### src/rtl/tdma_pkg.sv
package tdma_pkg;
  localparam int FLG_OWN  = 31;
  localparam int FLG_IEN  = 2;
  localparam int STS_DONE = 19;
  localparam int STS_INTR = 16;
  localparam int IS_UNAV  = 23;
  localparam int IS_CMPL  = 18;
  localparam int IS_INTR  = 16;
  localparam logic [31:0] IS_MASK = (32'd1 << IS_UNAV) | (32'd1 << IS_CMPL) | (32'd1 << IS_INTR);

  localparam logic [2:0] RA_CTRL  = 3'd0;
  localparam logic [2:0] RA_LIST  = 3'd1;
  localparam logic [2:0] RA_BELL  = 3'd2;
  localparam logic [2:0] RA_IEN   = 3'd3;
  localparam logic [2:0] RA_ISTAT = 3'd4;
  localparam logic [2:0] RA_CDESC = 3'd5;
  localparam logic [2:0] RA_CBUF  = 3'd6;
  localparam int CTRL_TXON = 8;

  typedef enum logic [3:0] {
    ST_IDLE, ST_FLAGS, ST_BUF, ST_LEN, ST_NEXT,
    ST_DATA, ST_SEND, ST_WSTAT, ST_WFLAG
  } walk_state_e;
endpackage

### src/rtl/tdma_regs.sv
module tdma_regs
  import tdma_pkg::*;
#(
  parameter int AW = 32
) (
  input  logic          clk_i,
  input  logic          rst_ni,
  input  logic          reg_wr_i,
  input  logic [2:0]    reg_addr_i,
  input  logic [31:0]   reg_wdata_i,
  output logic [31:0]   reg_rdata_o,
  input  logic          busy_i,
  input  logic [AW-1:0] cur_desc_i,
  input  logic [AW-1:0] cur_buf_i,
  input  logic          done_i,
  input  logic          intr_i,
  input  logic          unavail_i,
  output logic          go_o,
  output logic          load_o,
  output logic [AW-1:0] list_start_o,
  output logic          irq_o
);
  logic          tx_on_q;
  logic [AW-1:0] list_q;
  logic [31:0]   ien_q, istat_q, istat_d;

  wire wr_ctrl  = reg_wr_i && reg_addr_i == RA_CTRL;
  wire wr_istat = reg_wr_i && reg_addr_i == RA_ISTAT;

  assign go_o         = reg_wr_i && reg_addr_i == RA_BELL && tx_on_q && !busy_i;
  assign load_o       = wr_ctrl && reg_wdata_i[CTRL_TXON] && !tx_on_q;
  assign list_start_o = list_q;
  assign irq_o        = |(istat_q & ien_q);

  always_comb begin
    istat_d = istat_q;
    if (wr_istat) istat_d = istat_d & ~reg_wdata_i;
    if (done_i)    istat_d[IS_CMPL] = 1'b1;
    if (intr_i)    istat_d[IS_INTR] = 1'b1;
    if (unavail_i) istat_d[IS_UNAV] = 1'b1;
  end

  always_ff @(posedge clk_i or negedge rst_ni) begin
    if (!rst_ni) begin
      tx_on_q <= 1'b0;
      list_q  <= {{(AW-2){1'b1}}, 2'b00};
      ien_q   <= '0;
      istat_q <= '0;
    end else begin
      if (wr_ctrl) tx_on_q <= reg_wdata_i[CTRL_TXON];
      if (reg_wr_i && reg_addr_i == RA_LIST) list_q <= reg_wdata_i[AW-1:0];
      if (reg_wr_i && reg_addr_i == RA_IEN)  ien_q  <= reg_wdata_i;
      istat_q <= istat_d & IS_MASK;
    end
  end

  always_comb begin
    reg_rdata_o = '0;
    case (reg_addr_i)
      RA_CTRL:  reg_rdata_o[CTRL_TXON] = tx_on_q;
      RA_LIST:  reg_rdata_o = 32'(list_q);
      RA_IEN:   reg_rdata_o = ien_q;
      RA_ISTAT: reg_rdata_o = istat_q;
      RA_CDESC: reg_rdata_o = 32'(cur_desc_i);
      RA_CBUF:  reg_rdata_o = 32'(cur_buf_i);
      default:  reg_rdata_o = '0;
    endcase
  end

  AST_UNAV_FLAG: assert property (@(posedge clk_i) disable iff (!rst_ni)
    unavail_i |=> istat_q[IS_UNAV]);
  AST_W1C_CLEAR: assert property (@(posedge clk_i) disable iff (!rst_ni)
    (wr_istat && reg_wdata_i[IS_CMPL] && !done_i) |=> !istat_q[IS_CMPL]);
  AST_W0_KEEP: assert property (@(posedge clk_i) disable iff (!rst_ni)
    (wr_istat && !reg_wdata_i[IS_UNAV] && istat_q[IS_UNAV]) |=> istat_q[IS_UNAV]);
endmodule

### src/rtl/tdma_walker.sv
module tdma_walker
  import tdma_pkg::*;
#(
  parameter int AW    = 32,
  parameter int LEN_W = 16
) (
  input  logic          clk_i,
  input  logic          rst_ni,
  input  logic          go_i,
  input  logic          load_i,
  input  logic [AW-1:0] list_start_i,
  output logic          busy_o,
  output logic [AW-1:0] cur_desc_o,
  output logic [AW-1:0] cur_buf_o,
  output logic          done_o,
  output logic          intr_o,
  output logic          unavail_o,
  output logic          mem_req_o,
  output logic [AW-1:0] mem_addr_o,
  output logic          mem_we_o,
  output logic [31:0]   mem_wdata_o,
  input  logic [31:0]   mem_rdata_i,
  input  logic          mem_ready_i,
  output logic [7:0]    tx_data_o,
  output logic          tx_valid_o,
  input  logic          tx_ready_i,
  output logic          tx_last_o
);
  walk_state_e   state_q;
  logic [AW-1:0] desc_q, buf_q, next_q, ptr_q;
  logic [31:0]   flags_q, stat_q, word_q;
  logic [LEN_W-1:0] rem_q;
  logic fire, tx_fire;

  always_comb begin
    mem_req_o   = 1'b1;
    mem_we_o    = 1'b0;
    mem_addr_o  = desc_q;
    mem_wdata_o = '0;
    case (state_q)
      ST_FLAGS: mem_addr_o = desc_q;
      ST_BUF:   mem_addr_o = desc_q + AW'(4);
      ST_LEN:   mem_addr_o = desc_q + AW'(8);
      ST_NEXT:  mem_addr_o = desc_q + AW'(12);
      ST_DATA:  mem_addr_o = {ptr_q[AW-1:2], 2'b00};
      ST_WSTAT: begin
        mem_we_o    = 1'b1;
        mem_addr_o  = desc_q + AW'(8);
        mem_wdata_o = stat_q;
        mem_wdata_o[STS_DONE] = 1'b1;
        if (flags_q[FLG_IEN]) mem_wdata_o[STS_INTR] = 1'b1;
      end
      ST_WFLAG: begin
        mem_we_o    = 1'b1;
        mem_wdata_o = flags_q;
        mem_wdata_o[FLG_OWN] = 1'b0;
      end
      default: mem_req_o = 1'b0;
    endcase
  end

  assign fire       = mem_req_o && mem_ready_i;
  assign tx_valid_o = state_q == ST_SEND;
  assign tx_fire    = tx_valid_o && tx_ready_i;
  assign tx_data_o  = word_q[{ptr_q[1:0], 3'b000} +: 8];
  assign tx_last_o  = tx_valid_o && rem_q == LEN_W'(1);
  assign done_o     = state_q == ST_WFLAG && fire;
  assign intr_o     = done_o && flags_q[FLG_IEN];
  assign unavail_o  = state_q == ST_FLAGS && fire && !mem_rdata_i[FLG_OWN];
  assign busy_o     = state_q != ST_IDLE;
  assign cur_desc_o = desc_q;
  assign cur_buf_o  = buf_q;

  always_ff @(posedge clk_i or negedge rst_ni) begin
    if (!rst_ni) begin
      state_q <= ST_IDLE;
      desc_q  <= '0;
      buf_q   <= '0;
      next_q  <= '0;
      ptr_q   <= '0;
      flags_q <= '0;
      stat_q  <= '0;
      word_q  <= '0;
      rem_q   <= '0;
    end else begin
      case (state_q)
        ST_IDLE: begin
          if (load_i) desc_q <= list_start_i;
          if (go_i) state_q <= ST_FLAGS;
        end
        ST_FLAGS: if (fire) begin
          flags_q <= mem_rdata_i;
          state_q <= mem_rdata_i[FLG_OWN] ? ST_BUF : ST_IDLE;
        end
        ST_BUF: if (fire) begin
          buf_q   <= mem_rdata_i[AW-1:0];
          ptr_q   <= mem_rdata_i[AW-1:0];
          state_q <= ST_LEN;
        end
        ST_LEN: if (fire) begin
          stat_q  <= mem_rdata_i;
          rem_q   <= mem_rdata_i[LEN_W-1:0];
          state_q <= ST_NEXT;
        end
        ST_NEXT: if (fire) begin
          next_q  <= mem_rdata_i[AW-1:0];
          state_q <= (rem_q == '0) ? ST_WSTAT : ST_DATA;
        end
        ST_DATA: if (fire) begin
          word_q  <= mem_rdata_i;
          state_q <= ST_SEND;
        end
        ST_SEND: if (tx_fire) begin
          rem_q <= rem_q - LEN_W'(1);
          ptr_q <= ptr_q + AW'(1);
          if (rem_q == LEN_W'(1))    state_q <= ST_WSTAT;
          else if (ptr_q[1:0] == 2'd3) state_q <= ST_DATA;
        end
        ST_WSTAT: if (fire) state_q <= ST_WFLAG;
        ST_WFLAG: if (fire) begin
          desc_q  <= next_q;
          state_q <= ST_FLAGS;
        end
        default: state_q <= ST_IDLE;
      endcase
    end
  end

  AST_MEM_HOLD: assert property (@(posedge clk_i) disable iff (!rst_ni)
    (mem_req_o && !mem_ready_i) |=> (mem_req_o && $stable(mem_addr_o) && $stable(mem_we_o)));
  AST_TX_HOLD: assert property (@(posedge clk_i) disable iff (!rst_ni)
    (tx_valid_o && !tx_ready_i) |=> (tx_valid_o && $stable(tx_data_o) && $stable(tx_last_o)));
  AST_LAST_END: assert property (@(posedge clk_i) disable iff (!rst_ni)
    (tx_fire && tx_last_o) |=> !tx_valid_o);
  AST_STOP_PARK: assert property (@(posedge clk_i) disable iff (!rst_ni)
    unavail_o |=> (!busy_o && $stable(desc_q)));
  AST_GO_IDLE: assert property (@(posedge clk_i) disable iff (!rst_ni)
    go_i |-> state_q == ST_IDLE);
  AST_PULSE_EXCL: assert property (@(posedge clk_i) disable iff (!rst_ni)
    $onehot0({done_o, unavail_o}));
endmodule

### src/rtl/tx_desc_dma.sv
module tx_desc_dma
  import tdma_pkg::*;
#(
  parameter int AW    = 32,
  parameter int LEN_W = 16
) (
  input  logic          clk_i,
  input  logic          rst_ni,
  input  logic          reg_wr_i,
  input  logic [2:0]    reg_addr_i,
  input  logic [31:0]   reg_wdata_i,
  output logic [31:0]   reg_rdata_o,
  output logic          mem_req_o,
  output logic [AW-1:0] mem_addr_o,
  output logic          mem_we_o,
  output logic [31:0]   mem_wdata_o,
  input  logic [31:0]   mem_rdata_i,
  input  logic          mem_ready_i,
  output logic [7:0]    tx_data_o,
  output logic          tx_valid_o,
  input  logic          tx_ready_i,
  output logic          tx_last_o,
  output logic          irq_o
);
  logic busy, go, load, done, intr, unavail;
  logic [AW-1:0] cur_desc, cur_buf, list_start;

  tdma_regs #(.AW(AW)) regs_i (
    .clk_i, .rst_ni, .reg_wr_i, .reg_addr_i, .reg_wdata_i, .reg_rdata_o,
    .busy_i(busy), .cur_desc_i(cur_desc), .cur_buf_i(cur_buf),
    .done_i(done), .intr_i(intr), .unavail_i(unavail),
    .go_o(go), .load_o(load), .list_start_o(list_start), .irq_o
  );

  tdma_walker #(.AW(AW), .LEN_W(LEN_W)) walker_i (
    .clk_i, .rst_ni, .go_i(go), .load_i(load), .list_start_i(list_start),
    .busy_o(busy), .cur_desc_o(cur_desc), .cur_buf_o(cur_buf),
    .done_o(done), .intr_o(intr), .unavail_o(unavail),
    .mem_req_o, .mem_addr_o, .mem_we_o, .mem_wdata_o, .mem_rdata_i, .mem_ready_i,
    .tx_data_o, .tx_valid_o, .tx_ready_i, .tx_last_o
  );
endmodule

### config.mk
export PLATFORM = sky130hd
export DESIGN_NAME = tx_desc_dma
export DESIGN_NICKNAME = d
export VERILOG_FILES = /design/src/rtl/tdma_pkg.sv /design/src/rtl/tdma_regs.sv /design/src/rtl/tdma_walker.sv /design/src/rtl/tx_desc_dma.sv
export SDC_FILE = /design/constraint.sdc
export NUM_CORES = 1
export LEC_CHECK = 0
export BUFFER_PORTS_ARGS = -buffer_cell sky130_fd_sc_hd__clkbuf_2
export CORE_AREA = 2 2 139 209
export DETAILED_ROUTE_END_ITERATION = 6
export DIE_AREA = 0 0 141 211
export GPL_ROUTABILITY_DRIVEN = 0
export PLACE_DENSITY = 0.8
export SETUP_SLACK_MARGIN = 0.3
export SYNTH_ARGS = -nofsm -noshare
export SYNTH_HDL_FRONTEND = slang
export SYNTH_SLANG_ARGS = --single-unit
### constraint.sdc
create_clock -name clk_i -period 4.2 [get_ports clk_i]
set_clock_uncertainty 0.1 [all_clocks]
set_input_delay 0.84 -clock clk_i [delete_from_list [all_inputs] [get_ports clk_i]]
set_output_delay 0.84 -clock clk_i [all_outputs]
set_load 0.05 [all_outputs]
# --- Yosys cells after proc, flatten, opt, wreduce, memory -nomap -nowiden ---
# Cells that the tools add are included.
classes:
  add_sub_neg: 5
  mul: 0
  n_div: 0
  magnitude_cmp: 0
  n_eq_ne: 27
  shift: 1
  muxes: 35
  n_bitwise: 3
  reduce_logical: 42
ops:
  columns: ["op", "count"]
  rows:
  - ["case mux 32 bit (2 select lines)", 3]
  - ["2-to-1 mux 32 bit", 4]
  - ["case mux 32 bit (4 select lines)", 1]
  - ["case mux 23 bit (5 select lines)", 1]
  - ["adder 32 x 4 -> 32 bit, second input constant", 2]
  - ["2-to-1 mux 4 bit", 11]
  - ["case mux 4 bit (9 select lines)", 1]
  - ["adder 32 x 1 -> 32 bit, second input constant", 1]
  - ["adder 32 x 3 -> 32 bit, second input constant", 1]
  - ["bitwise AND 24 x 32 -> 32 bit", 1]
  - ["2-to-1 mux 16 bit", 2]
  - ["case mux 16 bit (2 select lines)", 1]
  - ["case mux 8 bit (4 select lines)", 1]
  - ["OR reduction 32 bit", 1]
  - ["indexed part select 32 x 6 -> 8 bit", 1]
  - ["bitwise AND 24 bit", 1]
  - ["2-to-1 mux 24 bit", 1]
  - ["inverter 24 bit", 1]
  - ["equality test 16 x 1 -> 1 bit, second input constant", 1]
  - ["equality test 4 x 3 -> 1 bit, second input constant", 4]
  - ["logical AND 1 bit", 16]
  - ["logical NOT 16 bit", 1]
  - ["subtractor 16 x 1 -> 16 bit, second input constant", 1]
  - ["inequality test 2 x 1 -> 1 bit, second input constant", 7]
  - ["other kinds (22)", 48]
totals:
  reg_bits: 311
  latchBits: 0
  mem_bits_rw: 0
  rom_bits: 0
  elab_cells: 128
  n_memories: 0

# --- Logic depth before layout (Yosys ltp) ---
# Gate-level depths: netlist of the first run.
logic_depth:
  depth_word: 7
  mapped_depth: 9
  mapped_depth_nobuf: 8

# --- By module ---
# From an unflattened synthesis of the first run, not the netlist that was laid out.
hier_totals:
  hier_cells: 1659
  hier_area_um2: 16490.8
modules_own_cells:
  columns: ["mod", "instances", "cells_each", "area_per_inst_um2", "seq_area_each_um2"]
  rows:
  - ["tdma_walker", 1, 1378, 12894.9, 6055.8]
  - ["tdma_regs", 1, 281, 3595.9, 1739.2]

# --- Worst setup path before layout of the first run ---
# OpenSTA, ideal clock, no wires.
synth_path:
  kind: "register to output"
  startpoint: "register walker_i.state_q[1]"
  endpoint: "output port mem_addr_o[21]"
  arrival_time_ns: 3.533
  slack_ns: -0.273
  path_stages_with_launch: 7
  path_buffers: 1
  cell_sequence: "dfrtp_1 > buf_6 > nor4b_4 > o2111ai_1 > nor2_1 > a32oi_1 > o311ai_0"
synth_between:
  elab_chain_len: 3
synth_rtl:
  columns: ["item", "line", "rtl"]
  rows:
  - ["from (decl)", "tdma_walker.sv:29", "walk_state_e state_q;"]
  - ["from (signal assigned)", "tdma_walker.sv:93", "state_q <= mem_rdata_i[FLG_OWN] ? ST_BUF : ST_IDLE;"]
  - ["from (signal assigned)", "tdma_walker.sv:107", "state_q <= (rem_q == '0) ? ST_WSTAT : ST_DATA;"]
  - ["equality test 4 x 2 -> 1 bit / equality test 4 x 3 -> 1 bit (equally long branches)", "tdma_walker.sv:40", "case (state_q)"]
  - ["OR reduction 2 bit (no line)", null, null]
  - ["case mux 32 bit (4 select lines) (*)", "tdma_walker.sv:40", null]
  - ["to (decl)", "tx_desc_dma.sv:14", "output logic [AW-1:0] mem_addr_o,"]
# Mark *: on every way between the ends. The rest lies on a longest branch, timed or not.

# --- Worst setup path after layout of the first run ---
layout_path:
  startpoint: "register walker_i.state_q[3]"
  endpoint: "output port mem_addr_o[28]"
# Same word-level chain as after synthesis.

==> flow_metrics.tcl, run 1 <==
set metrics [dict create \
    peakVddDrop_v 0.000637 \
    ys_warn_count 0 \
    synth_fp_nets 1688 \
    maxSlewHeadroom_pct 25.5 \
    numPortBuffers 180 \
    cp_data_required_time_ns 3.26 \
    critPathLaunchType "flop" \
    grt_start_max_net_pins 112 \
    fin_ws_ns 0.145 \
    r2r_slack_ns 1.11 \
    dp_hpwl_microns 35700 \
    synth_top_cell_area_share_pct 42.9 \
    holdWs_ns 0.239 \
    syn_area_sq_um 16300 \
    crit_chain "nor4b_4 > xor2_1 > ha_2 > a32oi_4 > nand2b_4 > a221o_1 > nand2b_1 > a221o_1 > buf_8" \
    synth_edf_count 0 \
    startpoint "walker_i.state_q[3]" \
    finalCritPeriodShare_pct 96.5 \
    max_stage_delay_ns 0.41 \
    utilization_pct 67.5 \
    finalHoldViolCount 0 \
    worstSkewPairLatency_ns 0.57 \
    antenna_found_initial 1 \
    die_w_microns 141 \
    synthArstFlopShare_pct 100 \
    grt_pass1_vias 14000 \
    cp_top_family "compound AO/OA/AOI/OAI gates" \
    drive_above_1_share_pct 31.9 \
    multi_input_area_sq_um 8170 \
    cts_tree "done" \
    cts_sinks 310 \
    start_util_pct 58.7 \
    wirelength_microns 52600 \
    reg2reg_from "walker_i.state_q[1]" \
    seq_area_frac_synth_pct 47.7 \
    detail-route-antenna-nets 0 \
    cp-end-kind "output pin" \
    core_area_sq_um 27900 \
    overflow 0 \
    drt_first_pass_iters 6 \
    die-area_sq_um 29800 \
    grt_usage_pct 35.1 \
    rsz0062_at_grt "true" \
    synth_area_per_cell_sq_um 10.2 \
    grt_first_pass_wirelength_microns 80300 \
    cts_root_buf "clkbuf_16" \
    synth.ff_latch_count 310 \
    syn_to_final_growth_pct 15.1 \
    row_count 75 \
    routedWlPerCell_microns 24.9 \
    synthTopCellsByArea "dfrtp_1 (43%), mux2_2 (13%), nand2_1 (5.5%), dfstp_2 (4.8%), a22oi_1 (3.2%)" \
    htree_levels 1 \
    final.setup.tns_ns 0 \
    hold_path_class "in -> async" \
    crit_arrival_ns 3.11 \
    tightest_slew_ns 1.11 \
    fillCellCount 2043 \
    dpl.cell_count 2041 \
    power_mw 14.8 \
    place_area_sq_um 17500 \
    worst_r2r_endpoint "walker_i.cur_desc_o[6]" \
    p_leak_nw 8.19 \
    cp_num_buf_inv 1 \
    power.density_nw_per_um2 787 \
    die_h_microns 211 \
    vias 14400 \
    yosysTopAreaCell "dfrtp_1" \
    cts_hold_buf 0 \
    seqCellArea_sq_um 7800 \
    finalInstanceArea_sq_um 18800 \
    cts_made_buffers 29 \
    criticalPathCategory "reg -> out" \
    synthTopCellsByCount "dfrtp_1 (280), nand2_1 (238), mux2_2 (193), clkbuf_1 (96), o21ai_0 (92)" \
    cp_slowest_cell "dfrtp_1" \
    crit_cells 9 \
    crit_end "mem_addr_o[28]" \
    max_freq_ghz 0.247 \
    syn_inst 1610 \
    synth.most_common_cell "dfrtp_1" \
    slew_viol_final 0 \
    via_per_inst 6.83 \
    place_ws_ns 0.560 \
    yosys_most_used_dff "dfrtp_1" \
    drc 0 \
    maxCapViolCount 0 \
    yosysUniqueCellTypes 65 \
    r2r.worst_path.cells 6 \
    nNetsFinal 1822 \
    critPathMostFrequentCell "a221o_1" \
    first_iter_violations 1742 \
    stdcell_count 2112 \
    status "completed" \
    path_clk_slew_ns 0.07 \
    min_period_ns 4.05 \
    cts_buffer_depth 3 \
    ioPinCount 181 \
    crit_path_max_fanout 4 \
    setup_viol 0 \
]
logic make-up after synthesis:
logic type      synth area share [%]
simple gates                    14.6
mux                             16.7
compound gates                  16.8
flops                           47.7
buf+inv                         3.35
xor+xnor                       0.429
fa+ha+maj                      0.459
registers in the layout, summed over array words and instances, names as in the netlist, 32 cells and up:
signal / count
walker_i.cur_buf_o: 32
walker_i.next_q: 32
regs_i.list_start_o: 32
walker_i.word_q: 32
walker_i.cur_desc_o: 32
walker_i.ptr_q: 32
regs_i.ien_q: 32
placed cells by master (no fill, tap or decap), types with 7 or more instances in the layout:
cell,Yosys,routed
mux2_2,193,193
mux4_2,8,8
buf_4,0,50
and2_1,14,13
clkbuf_4,0,7
mux2i_1,37,37
a22oi_1,69,68
nand3_1,46,45
nor4_1,17,14
nor3_1,21,20
nor2b_1,10,9
a22o_1,42,42
clkbuf_16,0,29
dfrtp_1,280,274
clkbuf_2,0,158
o22ai_1,19,19
nand2_1,238,237
o22a_1,10,10
nand4_1,25,25
dfstp_2,30,30
and3_1,18,18
nor2_1,71,64
o211ai_1,11,11
inv_1,11,10
nand2b_1,9,8
a21oi_1,70,67
a221o_1,14,14
o21ai_0,92,90
a21o_1,9,9
a31oi_1,15,15
clkbuf_1,96,9
cell type report:
class	count	share of cell area (%)
multi-input cells	1160	43.4
clock buffers	43	4.40
inverters	11	0.219
well taps	346	2.30
clock inverters	9	0.545
diodes	1	0.0133
flip-flops and latches	310	41.5
repair buffers	232	7.68
report_power, final:
part | internal (mW) | switching (mW) | total [mW]
Combinational | 2.48 | 4.12 | 6.59
Sequential | 4.30 | 1.31 | 5.61
Clock | 1.48 | 1.13 | 2.61
routing by layer:
metal,vias to the layer above,GRT usage (%),share of wire [%]
met5,-,0,0
met2,864,56.8,47
met3,251,6.35,8.9
met4,0,21.0,7.6
li1,6200,-,-
met1,7118,44.2,37
worst min-delay path by stage:
| stage | from | endpoint | slack (ns) | cells past startpoint |
|---|---|---|---|---|
| 4_1_cts | rst_ni | walker_i.stat_q[24] | 0.29 | 1 |
| 2_1_floorplan | walker_i.cur_buf_o[8] | walker_i.cur_buf_o[8] | 0.35 | 2 |
| 3_5_place_dp | walker_i.cur_buf_o[5] | walker_i.cur_buf_o[5] | 0.36 | 2 |
| 6_report | rst_ni | regs_i.ien_q[7] | 0.24 | 1 |
| 5_1_grt | rst_ni | regs_i.ien_q[7] | 0.32 | 1 |
| 3_3_place_gp | walker_i.cur_buf_o[18] | walker_i.cur_buf_o[18] | 0.36 | 2 |
repair_timing:
| action | in CTS | in global routing |
|---|---|---|
| pin swaps | 7 | 7 |
| gates resized for setup | 33 | 57 |
| setup endpoints to repair | 23 | 23 |
| setup buffers | 10 | 8 |
| cloned | 0 | 0 |
(Power assumes the default switching activity.)
==> run 2: changes to the inputs <==
==> constraint.sdc (replaced) <==
create_clock -name clk_i -period 4.2 [get_ports clk_i]
set_clock_uncertainty 0.1 [all_clocks]
set_input_delay 1.26 -clock clk_i [delete_from_list [all_inputs] [get_ports clk_i]]
set_output_delay 1.26 -clock clk_i [all_outputs]
set_load 0.05 [all_outputs]
==> run 2 against run 1 <==
  * The flow now finishes with violations (design-rule violations, negative setup slack)
  * Via count is 6.9% higher
  * Wire length is 13% higher
  * Critical path depth stayed put
  * Total power is 12% higher
  * Highest routed layer unchanged
  * Final cell count is 3.4% higher
  * Setup slack worse by 0.49 ns
  * First-iteration DRC count is 15% higher
  * Final area is 10% higher
  * Combinational power is 25% higher
  * Sequential cell count stayed put
  * Die area stayed put
  * Largest power group unchanged
  * Largest cell class unchanged
==> flow_metrics.tcl, run 2 (same netlist as run 1, synthesis figures left out) <==
set metrics [dict create \
    status "finished with violations" \
    failed_checks "design-rule violations, negative setup slack" \
    holdPathStages 2 \
    p_comb_share_pct 49.5 \
    die_w_microns 141 \
    cp_data_required_time_ns 2.84 \
    grt_pass1_vias 15500 \
    p_leak_nw 8.92 \
    crit_arrival_ns 3.18 \
    crit_path_max_fanout 4 \
    stdcell_count 2183 \
    overflow 0 \
    place_ws_ns 0.160 \
    cts_root_buf "clkbuf_16" \
    peakVddDrop_v 0.000435 \
    cts_tree "done" \
    p_int_mw 9.41 \
    finalHoldViolCount 0 \
    core_area_sq_um 27900 \
    rsz0062_at_grt "true" \
    r2r_slack_ns 1.08 \
    tightest_slew_ns 0.804 \
    power.density_nw_per_um2 800 \
    crit_end "mem_addr_o[16]" \
    via_per_inst 7.07 \
    die-area_sq_um 29800 \
    worst_r2r_endpoint "walker_i.ptr_q[22]" \
    cts_sinks 310 \
    critPathLaunchType "flop" \
    clockPowerShare_pct 16.3 \
    startpoint "walker_i.state_q[1]" \
    cts_hold_buf 0 \
    max_freq_ghz 0.220 \
    cp-end-kind "output pin" \
    p_switching_mw 7.23 \
    p_seq_share_pct 34.3 \
    maxCapViolCount 0 \
    vias 15400 \
    finalCritPeriodShare_pct 108 \
    drive_above_1_share_pct 39.4 \
    hold_path_class "reg -> reg" \
    die_h_microns 211 \
    detail-route-antenna-nets 0 \
    grt_first_pass_wirelength_microns 88900 \
    nNetsFinal 1892 \
    grt_usage_pct 38.8 \
    power_mw 16.6 \
    p_sw_share_pct 43.4 \
    slew_viol_final 0 \
    layout_common_cells "dfrtp_1 (263), nand2_1 (217), mux2_2 (193)" \
    htree_levels 1 \
    grt_start_max_net_pins 77 \
    path_clk_slew_ns 0.07 \
    routedWlPerCell_microns 27.1 \
    antenna_found_initial 2 \
    row_count 75 \
    dp_hpwl_microns 37800 \
    r2r.worst_path.cells 6 \
    start_util_pct 58.7 \
    cts_buffer_depth 3 \
    maxSlewHeadroom_pct 45.9 \
    drc 6 \
    first_iter_violations 2001 \
    numPortBuffers 180 \
    wirelength_microns 59300 \
    cts_made_buffers 28 \
    worstSkewPairLatency_ns 0.56 \
    fin_ws_ns -0.341 \
    criticalPathCategory "reg -> out" \
    reg2reg_from "walker_i.ptr_q[0]" \
    setup_viol 21 \
    ioPinCount 181 \
    min_period_ns 4.54 \
    final_common_cell "dfrtp_1" \
    dpl.cell_count 2074 \
    drt_first_pass_iters 7 \
    syn_to_final_growth_pct 27.2 \
]
## run 2: cell count changes in the layout (fill, tap and decap cells not counted), moves of 18 or more
cell and change:
nand2_2 +20, buf_12 +43, nand2_1 -20, clkbuf_2 -56, buf_4 +35, buf_6 +18
## run 2: worst min-delay path by stage
stage                      startpoint                      to  slack, ns
2_1_floorplan   walker_i.cur_buf_o[8]   walker_i.cur_buf_o[8]       0.35
3_3_place_gp   walker_i.cur_buf_o[10]  walker_i.cur_buf_o[10]       0.36
3_5_place_dp   walker_i.cur_buf_o[10]  walker_i.cur_buf_o[10]       0.37
4_1_cts        walker_i.cur_buf_o[28]  walker_i.cur_buf_o[28]       0.39
5_1_grt            walker_i.rem_q[15]      walker_i.rem_q[15]       0.41
6_report        walker_i.cur_buf_o[9]   walker_i.cur_buf_o[9]       0.40
## run 2: power by group through the flow
stage | registers, mW | logic (mW) | clock network, mW
detailed placement | 5.58 | 6.84 | 0
global placement | 5.49 | 6.66 | 0
global route | 5.78 | 8.61 | 2.84
CTS | 5.56 | 7.58 | 2.71
finish | 5.70 | 8.23 | 2.71
floorplan | 4.92 | 5.06 | 0
## run 2: final cells by class
cell class,instances,area [sq um]
antenna,2,5.00
clock buffer,43,848
timing repair buffer,299,2860
sequential,310,7820
multi-input combinational,1164,8660
clock inverter,8,121
inverter,11,41.3
fill,1725,7080
tap,346,433
## run 2: worst max-delay path: stages, from the launching register on
cell,delay [ns]
dfrtp_2,0.43
nor4b_4,0.33
xor2_1,0.20
ha_2,0.23
a32oi_4,0.14
nand2b_4,0.20
a221o_1,0.37
a21o_1,0.18
a221o_2,0.37
buf_8,0.15
## run 2: metrics by stage
step                TNS, ns  hold slack (ns)  area, sq um  utilization [%]
CTS                   -1.50            0.390        20300             72.8
global placement          0            0.360        18400             66.2
floorplan            -0.204            0.346        16500                -
detailed placement        0            0.368        18400             66.2
finish                -3.39            0.398        20800             74.6
global route          -4.93            0.415        20800             74.6
## run 2: layer usage
metal  part of all wire [%]  GRT usage, %  up-vias  wire length (microns)
met2                     46          60.8     1199                  27100
met5                      0             0        -                      0
li1                       -             -     6345                      -
met3                     10          8.00      391                   6190
met1                     34          47.7     7495                  20300
met4                    9.6          28.6        0                   5680
## run 2: timing repair
action                     in CTS  in global routing
setup endpoints to repair      59                 86
gates cloned                    3                  3
resized for setup             141                109
pin swaps                      23                 28
buffers inserted               31                 19
